===== src/rtl/ro_puf_pkg.sv =====
// Shared definitions for the ring-oscillator pair readout.
// Assumes: synchroniser depth of at least two flops.
package ro_puf_pkg;

    typedef enum logic [1:0] {
        ST_IDLE   = 2'd0,
        ST_SETTLE = 2'd1,
        ST_RUN    = 2'd2,
        ST_FINISH = 2'd3
    } meas_state_t;

    localparam int unsigned SYNC_DEPTH    = 2;
    // Synchroniser flops plus the edge-history flop must refill after a reselect.
    localparam int unsigned SETTLE_CYCLES = SYNC_DEPTH + 1;

endpackage


===== src/rtl/ro_edge_counter.sv =====
// Synchronises one asynchronous oscillator line, detects its rising edges
// and counts them with saturation while enabled.
// Assumes: each high and low phase of the line lasts longer than one clock period.
module ro_edge_counter #(
    parameter int CNT_W = 16
) (
    input  logic             clk,
    input  logic             rst_n,
    input  logic             line_in,
    input  logic             clear,
    input  logic             count_en,
    output logic [CNT_W-1:0] count
);
    import ro_puf_pkg::*;

    localparam logic [CNT_W-1:0] CNT_MAX = '1;

    logic [SYNC_DEPTH-1:0] sync_q;
    logic                  prev_q;
    logic                  rise;

    // Shift the asynchronous line into the clock domain and keep one cycle of history.
    always_ff @(posedge clk) begin
        if (!rst_n) begin
            sync_q <= '0;
            prev_q <= 1'b0;
        end else begin
            sync_q <= {sync_q[SYNC_DEPTH-2:0], line_in};
            prev_q <= sync_q[SYNC_DEPTH-1];
        end
    end

    // A rising edge is a new high sample after a low one.
    always_comb rise = sync_q[SYNC_DEPTH-1] & ~prev_q;

    // Count edges inside the window, holding at all-ones.
    always_ff @(posedge clk) begin
        if (!rst_n) begin
            count <= '0;
        end else if (clear) begin
            count <= '0;
        end else if (count_en && rise && (count != CNT_MAX)) begin
            count <= count + CNT_W'(1);
        end
    end

endmodule


===== src/rtl/ro_challenge_check.sv =====
// Decides whether a challenge pair is acceptable: the two indices must
// differ and, in masked mode, must fall in the same group.
// Assumes: GROUP is a power of two.
module ro_challenge_check #(
    parameter int NUM_OSC = 1024,
    parameter int GROUP   = 8,
    parameter int IDX_W   = $clog2(NUM_OSC)
) (
    input  logic [IDX_W-1:0] sel_a,
    input  logic [IDX_W-1:0] sel_b,
    input  logic             mask_en,
    output logic             accept
);
    localparam int GRP_SHIFT = $clog2(GROUP);

    logic same_group;

    generate
        if (GROUP <= 1) begin : g_single
            // Every oscillator is its own group.
            always_comb same_group = (sel_a == sel_b);
        end else if (GRP_SHIFT >= IDX_W) begin : g_whole
            // One group spans the whole array.
            always_comb same_group = 1'b1;
        end else begin : g_split
            // Group number is the index with its low bits dropped.
            always_comb same_group = (sel_a[IDX_W-1:GRP_SHIFT] == sel_b[IDX_W-1:GRP_SHIFT]);
        end
    endgenerate

    // Accept distinct pairs, restricted to one group when masking is on.
    always_comb accept = (sel_a != sel_b) && (!mask_en || same_group);

endmodule


===== src/rtl/ro_seq_ctrl.sv =====
// Sequences one measurement: settle, count window, finish.
// Rejected challenges produce a one-cycle error pulse.
// Assumes: start is sampled only in the idle state.
module ro_seq_ctrl #(
    parameter int WIN_W = 16
) (
    input  logic             clk,
    input  logic             rst_n,
    input  logic             start,
    input  logic             accept,
    input  logic [WIN_W-1:0] window_len,
    output logic             load_sel,
    output logic             clear_cnt,
    output logic             count_en,
    output logic             busy,
    output logic             done,
    output logic             err
);
    import ro_puf_pkg::*;

    localparam int SET_W = $clog2(SETTLE_CYCLES + 1);

    meas_state_t      state;
    logic [WIN_W-1:0] timer;
    logic [SET_W-1:0] settle_cnt;
    logic             err_q;

    // Advance the measurement sequence and its cycle counters.
    always_ff @(posedge clk) begin
        if (!rst_n) begin
            state      <= ST_IDLE;
            timer      <= '0;
            settle_cnt <= '0;
            err_q      <= 1'b0;
        end else begin
            err_q <= 1'b0;
            case (state)
                ST_IDLE: begin
                    if (start) begin
                        if (accept) begin
                            state      <= ST_SETTLE;
                            timer      <= window_len;
                            settle_cnt <= '0;
                        end else begin
                            err_q <= 1'b1;
                        end
                    end
                end
                ST_SETTLE: begin
                    if (settle_cnt == SET_W'(SETTLE_CYCLES - 1)) begin
                        state <= (timer == '0) ? ST_FINISH : ST_RUN;
                    end else begin
                        settle_cnt <= settle_cnt + SET_W'(1);
                    end
                end
                ST_RUN: begin
                    timer <= timer - WIN_W'(1);
                    if (timer == WIN_W'(1)) begin
                        state <= ST_FINISH;
                    end
                end
                default: begin
                    state <= ST_IDLE;
                end
            endcase
        end
    end

    // Decode control strobes from the current state.
    always_comb begin
        load_sel  = (state == ST_IDLE) && start && accept;
        clear_cnt = (state == ST_SETTLE);
        count_en  = (state == ST_RUN);
        busy      = (state != ST_IDLE);
        done      = (state == ST_FINISH);
        err       = err_q;
    end

endmodule


===== src/rtl/ro_pair_readout.sv =====
// Top of the ring-oscillator pair readout: latches the challenge, routes
// the two chosen lines to their counters and forms the response bit.
// Assumes: oscillator lines are asynchronous and slower than half the clock rate.
module ro_pair_readout #(
    parameter int NUM_OSC = 1024,
    parameter int CNT_W   = 16,
    parameter int WIN_W   = 16,
    parameter int GROUP   = 8,
    localparam int IDX_W  = $clog2(NUM_OSC)
) (
    input  logic               clk,
    input  logic               rst_n,
    input  logic [NUM_OSC-1:0] osc_in,
    input  logic [IDX_W-1:0]   sel_a,
    input  logic [IDX_W-1:0]   sel_b,
    input  logic               mask_en,
    input  logic [WIN_W-1:0]   window_len,
    input  logic               start,
    output logic               busy,
    output logic               done,
    output logic               err,
    output logic               resp,
    output logic [CNT_W-1:0]   count_a,
    output logic [CNT_W-1:0]   count_b
);
    logic             accept;
    logic             load_sel;
    logic             clear_cnt;
    logic             count_en;
    logic [IDX_W-1:0] sel_a_q;
    logic [IDX_W-1:0] sel_b_q;
    logic             line_a;
    logic             line_b;

    ro_challenge_check #(
        .NUM_OSC(NUM_OSC),
        .GROUP  (GROUP),
        .IDX_W  (IDX_W)
    ) u_check (
        .sel_a  (sel_a),
        .sel_b  (sel_b),
        .mask_en(mask_en),
        .accept (accept)
    );

    ro_seq_ctrl #(
        .WIN_W(WIN_W)
    ) u_ctrl (
        .clk       (clk),
        .rst_n     (rst_n),
        .start     (start),
        .accept    (accept),
        .window_len(window_len),
        .load_sel  (load_sel),
        .clear_cnt (clear_cnt),
        .count_en  (count_en),
        .busy      (busy),
        .done      (done),
        .err       (err)
    );

    // Capture the accepted challenge for the whole measurement.
    always_ff @(posedge clk) begin
        if (!rst_n) begin
            sel_a_q <= '0;
            sel_b_q <= '0;
        end else if (load_sel) begin
            sel_a_q <= sel_a;
            sel_b_q <= sel_b;
        end
    end

    // Route the two chosen oscillator lines.
    always_comb begin
        line_a = osc_in[sel_a_q];
        line_b = osc_in[sel_b_q];
    end

    ro_edge_counter #(.CNT_W(CNT_W)) u_cnt_a (
        .clk     (clk),
        .rst_n   (rst_n),
        .line_in (line_a),
        .clear   (clear_cnt),
        .count_en(count_en),
        .count   (count_a)
    );

    ro_edge_counter #(.CNT_W(CNT_W)) u_cnt_b (
        .clk     (clk),
        .rst_n   (rst_n),
        .line_in (line_b),
        .clear   (clear_cnt),
        .count_en(count_en),
        .count   (count_b)
    );

    // One-bit magnitude comparison in place of a ratio.
    always_comb resp = (count_a >= count_b);

endmodule


===== config.mk =====
export PLATFORM = sky130hd
export DESIGN_NAME = ro_pair_readout
export DESIGN_NICKNAME = d
export VERILOG_FILES = /design/src/rtl/ro_puf_pkg.sv /design/src/rtl/ro_edge_counter.sv /design/src/rtl/ro_challenge_check.sv /design/src/rtl/ro_seq_ctrl.sv /design/src/rtl/ro_pair_readout.sv
export SDC_FILE = /design/constraint.sdc
export NUM_CORES = 1
export LEC_CHECK = 0
export ABC_AREA = 1
export BUFFER_PORTS_ARGS = -buffer_cell sky130_fd_sc_hd__buf_2
export CAP_MARGIN = 30
export CORE_AREA = 2 2 424 426
export CTS_CLUSTER_SIZE = 12
export DETAILED_ROUTE_END_ITERATION = 7
export DIE_AREA = 0 0 426 428
export PLACE_DENSITY_LB_ADDON = 0.3
export SYNTH_ARGS = -nofsm -noshare
export SYNTH_HDL_FRONTEND = slang
export SYNTH_SLANG_ARGS = --single-unit

===== constraint.sdc =====
create_clock -name clk -period 2.03 [get_ports clk]
set_input_delay 0.5075 -clock clk [delete_from_list [all_inputs] [get_ports clk]]
set_output_delay 0.5075 -clock clk [all_outputs]
set_load 0.02 [all_outputs]

==> flow_summary.yaml <==
sta:
  fin_skew_ps: 16.3
  rsz0062_at_grt: "true"
  fin_crit_ps: 2790
  setup_tns_ps: -1650
  setup_ws_ps: -759
  period_share_pct: 137
  hold_viol: 0
  max_freq_mhz: 359
  worst_pin_slew_ps: 720
  setup_viol: 5
  slew_headroom_pct: 51.7
  drv_slew: 0
clock_network:
  cts_root_buf: "clkbuf_16"
  path_clk_slew_ps: 80
  cts_tree: "done"
  clk_latency_ps: 390
  clockBufferDepth: 2
  htreeDepth: 3
  clock-sinks: 79
  cts_buffers: 9
  hold_buffers: 0
worst_setup_path:
  cp-end-kind: "primary output"
  critPathArrivalTime_ps: 2280
  worst_r2r_path_depth: 16
  cp-start-kind: "register"
  r2r-start: "sel_b_q[0]$_SDFFE_PN0P_"
  rr_endpoint: "u_cnt_b.sync_q[0]$_SDFF_PN0_"
  ff2ff_setup_slack_ps: -450
  worstPathRequired_ps: 1520
  cp_max_fo: 2
  worstSetupPathType: "reg2out"
place:
  io_buffers: 1099
  place_congestion: 1.01
  pre_cts_ws_ps: -1000
  hpwl_um: 211000
yosys:
  yosysUniqueCellTypes: 41
  synth.avg_cell_area_um2: 4.74
  async_flop_share_pct: 0
  synth_top_family_by_area: "simple AND/OR/NAND/NOR gates"
  synth_nets: 6244
  synth_area_mm2: 0.0244
  synth_xor_area_share_pct: 0.574
  synth_fa_ha_area_share_pct: 1.28
  yosys.area_share.simple_pct: 77.7
  synth-seq-cells: 79
  yosys_warnings: 0
  yosysSeqAreaShare_pct: 6.47
  synth_edf_count: 0
  syn_inst: 5155
  synthMuxAreaShare_pct: 0.0410
  synth_ff_type: "dfxtp_1"
  synth_compound_area_share_pct: 3.07
route:
  wl_um: 268000
  vias: 45900
  route.detailed.drc: 0
  drt_iter0_markers: 5813
  first_pass_iters: 6
  routedWlPerCell_um: 29.7
  viasPerCell: 5.08
  detail-route-antenna-nets: 0
cells_and_area:
  final_cell_mix: "2149 x nand2_1, 1621 x nand3_1, 1093 x buf_2, 468 x buf_4, 367 x nand3_2"
  synthToLayoutAreaGrowth_pct: 81.0
  drive_gt1_share_pct: 37.6
  fillers: 20500
  layout_commonest_cell: "nand2_1"
  finalNetCount: 7661
min_path:
  hold_path.class: "in2reg"
  hold_start: "start"
  whs_endpoint: "u_ctrl.err$_SDFF_PN0_"
  hold_depth: 3
global_routing:
  grt_overflow: 0
  grt_max_degree: 52
  grt_antenna_before_repair: 168
  grt_pass1_vias: 41800
  grtUsageTotal_pct: 26.8
  grt_pass1_wl_um: 346000
flow_run:
  maxCapViolCount: 0
floorplanning:
  io_pins: 1100
  dieArea_mm2: 0.182
  coreArea_mm2: 0.178
  floorplan.initialDensity_pct: 13.8
  row_count: 155
  die_y_um: 428
  die_w_um: 426
outcome:
  violations: "negative setup slack"
  status: "finished with violations"
pwr:
  powerDensity_mw_per_mm2: 794
  p_total_mw: 35.1
  ir_worst_vdd_uv: 592
  leakagePower_nw: 21.1
[state kept, by name, summed over array words and instances, names as in the netlist, 2 cells and up]
register and count:
u_ctrl.state 2, u_ctrl.timer 16, u_cnt_b.sync_q 2, u_cnt_b.count 16, u_cnt_a.count 16, sel_a_q 10
sel_b_q 10, u_ctrl.settle_cnt 2, u_cnt_a.sync_q 2
[critical path, cell delays in order (launching register included)]
cell and delay [ps]:
dfxtp_4 350, inv_4 60, ha_4 180, a21boi_2 140, o21a_1 160, o21a_1 160
o21a_1 160, o21ai_1 120, nand2_1 60, nand2_1 60, nand2_1 60, nand2_1 80
nand2_2 60, nand2_2 60, nand2_2 50, buf_6 130
[synth_stat cells (5+ instances only)]
| master | instances | area share [%] |
|---|---|---|
| a21oi_1 | 67 | 1.4 |
| buf_1 | 39 | 0.60 |
| buf_2 | 240 | 4.9 |
| buf_4 | 42 | 1.3 |
| buf_6 | 15 | 0.69 |
| clkbuf_1 | 128 | 2.0 |
| dfxtp_1 | 79 | 6.5 |
| ha_1 | 25 | 1.3 |
| inv_1 | 79 | 1.2 |
| nand2_1 | 2192 | 34 |
| nand3_1 | 2057 | 42 |
| nand4_1 | 9 | 0.23 |
| nor2_1 | 47 | 0.72 |
| nor3_1 | 16 | 0.33 |
| o21a_1 | 5 | 0.15 |
| o21ai_0 | 57 | 1.2 |
| xnor2_1 | 9 | 0.32 |
| xor2_1 | 7 | 0.25 |
[how the worst max path moves through the flow]
stage                                   from                            to  slack [ps]  cells after the start
2_1_floorplan  u_cnt_a.count[0]$_SDFFE_PP0P_                          resp        -220                     15
6_report       u_cnt_b.count[1]$_SDFFE_PP0P_                          resp        -760                     15
3_5_place_dp                        sel_b[7]       sel_b_q[1]$_SDFFE_PN0P_       -1000                      9
5_1_grt        u_cnt_b.count[1]$_SDFFE_PP0P_                          resp        -950                     15
3_3_place_gp         sel_b_q[0]$_SDFFE_PN0P_  u_cnt_b.sync_q[0]$_SDFF_PN0_       -1050                     17
4_1_cts        u_cnt_b.count[1]$_SDFFE_PP0P_                          resp        -810                     15
[through the flow]
| stage | hold slack [ps] | utilization, % | instances | cell area [µm²] |
|---|---|---|---|---|
| 2_1_floorplan | 390 | - | 5155 | 24400 |
| 3_3_place_gp | 426 | 21.0 | 8766 | 37300 |
| 3_5_place_dp | 428 | 21.0 | 8766 | 37300 |
| 4_1_cts | 373 | 22.0 | 8823 | 39100 |
| 5_1_grt | 407 | 24.8 | 9005 | 44100 |
| 6_report | 399 | 24.9 | 9036 | 44200 |
[logic make-up after synthesis]
| kind of cell | after synthesis |
|---|---|
| AOI/OAI and AO/OA | 140 |
| xor gates and xnor gates | 16 |
| adders and majority gates | 25 |
| and+or+nand+nor | 4341 |
| muxes | 1 |
| buffers and inverters | 553 |
| DFF | 79 |
[metal layers]
| layer | track usage [%] | vias to the layer above | part of all wire (%) |
|---|---|---|---|
| met4 | 14.3 | 32 | 7.0 |
| met2 | 45.8 | 2869 | 47 |
| met5 | 0 | - | 0.081 |
| met3 | 3.67 | 732 | 7.5 |
| li1 | - | 20300 | - |
| met1 | 32.4 | 22000 | 38 |
[area by class of cell]
class                   instances  area, µm²  area share (%)
inverters                      89        445            1.01
repair buffers               1866      15200            34.3
flip-flops and latches         79       1640            3.70
clock buffers                  11        254           0.574
diodes                        104        260           0.589
well taps                    2355       2950            6.66
multi-input cells            4523      23400            53.0
clock inverters                 5       36.3          0.0821
repair inverters                4       63.8           0.144
[report_power, final]
group          total, mW  leakage (nW)  internal (mW)  switching (mW)
Combinational       31.0          20.3           12.3            18.8
Clock               1.77         0.143          0.913           0.859
Sequential          2.30         0.655           1.85           0.456
[timing repair]
action	4_1_cts	5_1_grt
setup endpoints to repair	11	44
gates resized for setup	156	674
gates cloned	18	49
setup buffers	24	78
pin swaps	28	205
No activity file was read; power rests on OpenSTA's default activity.
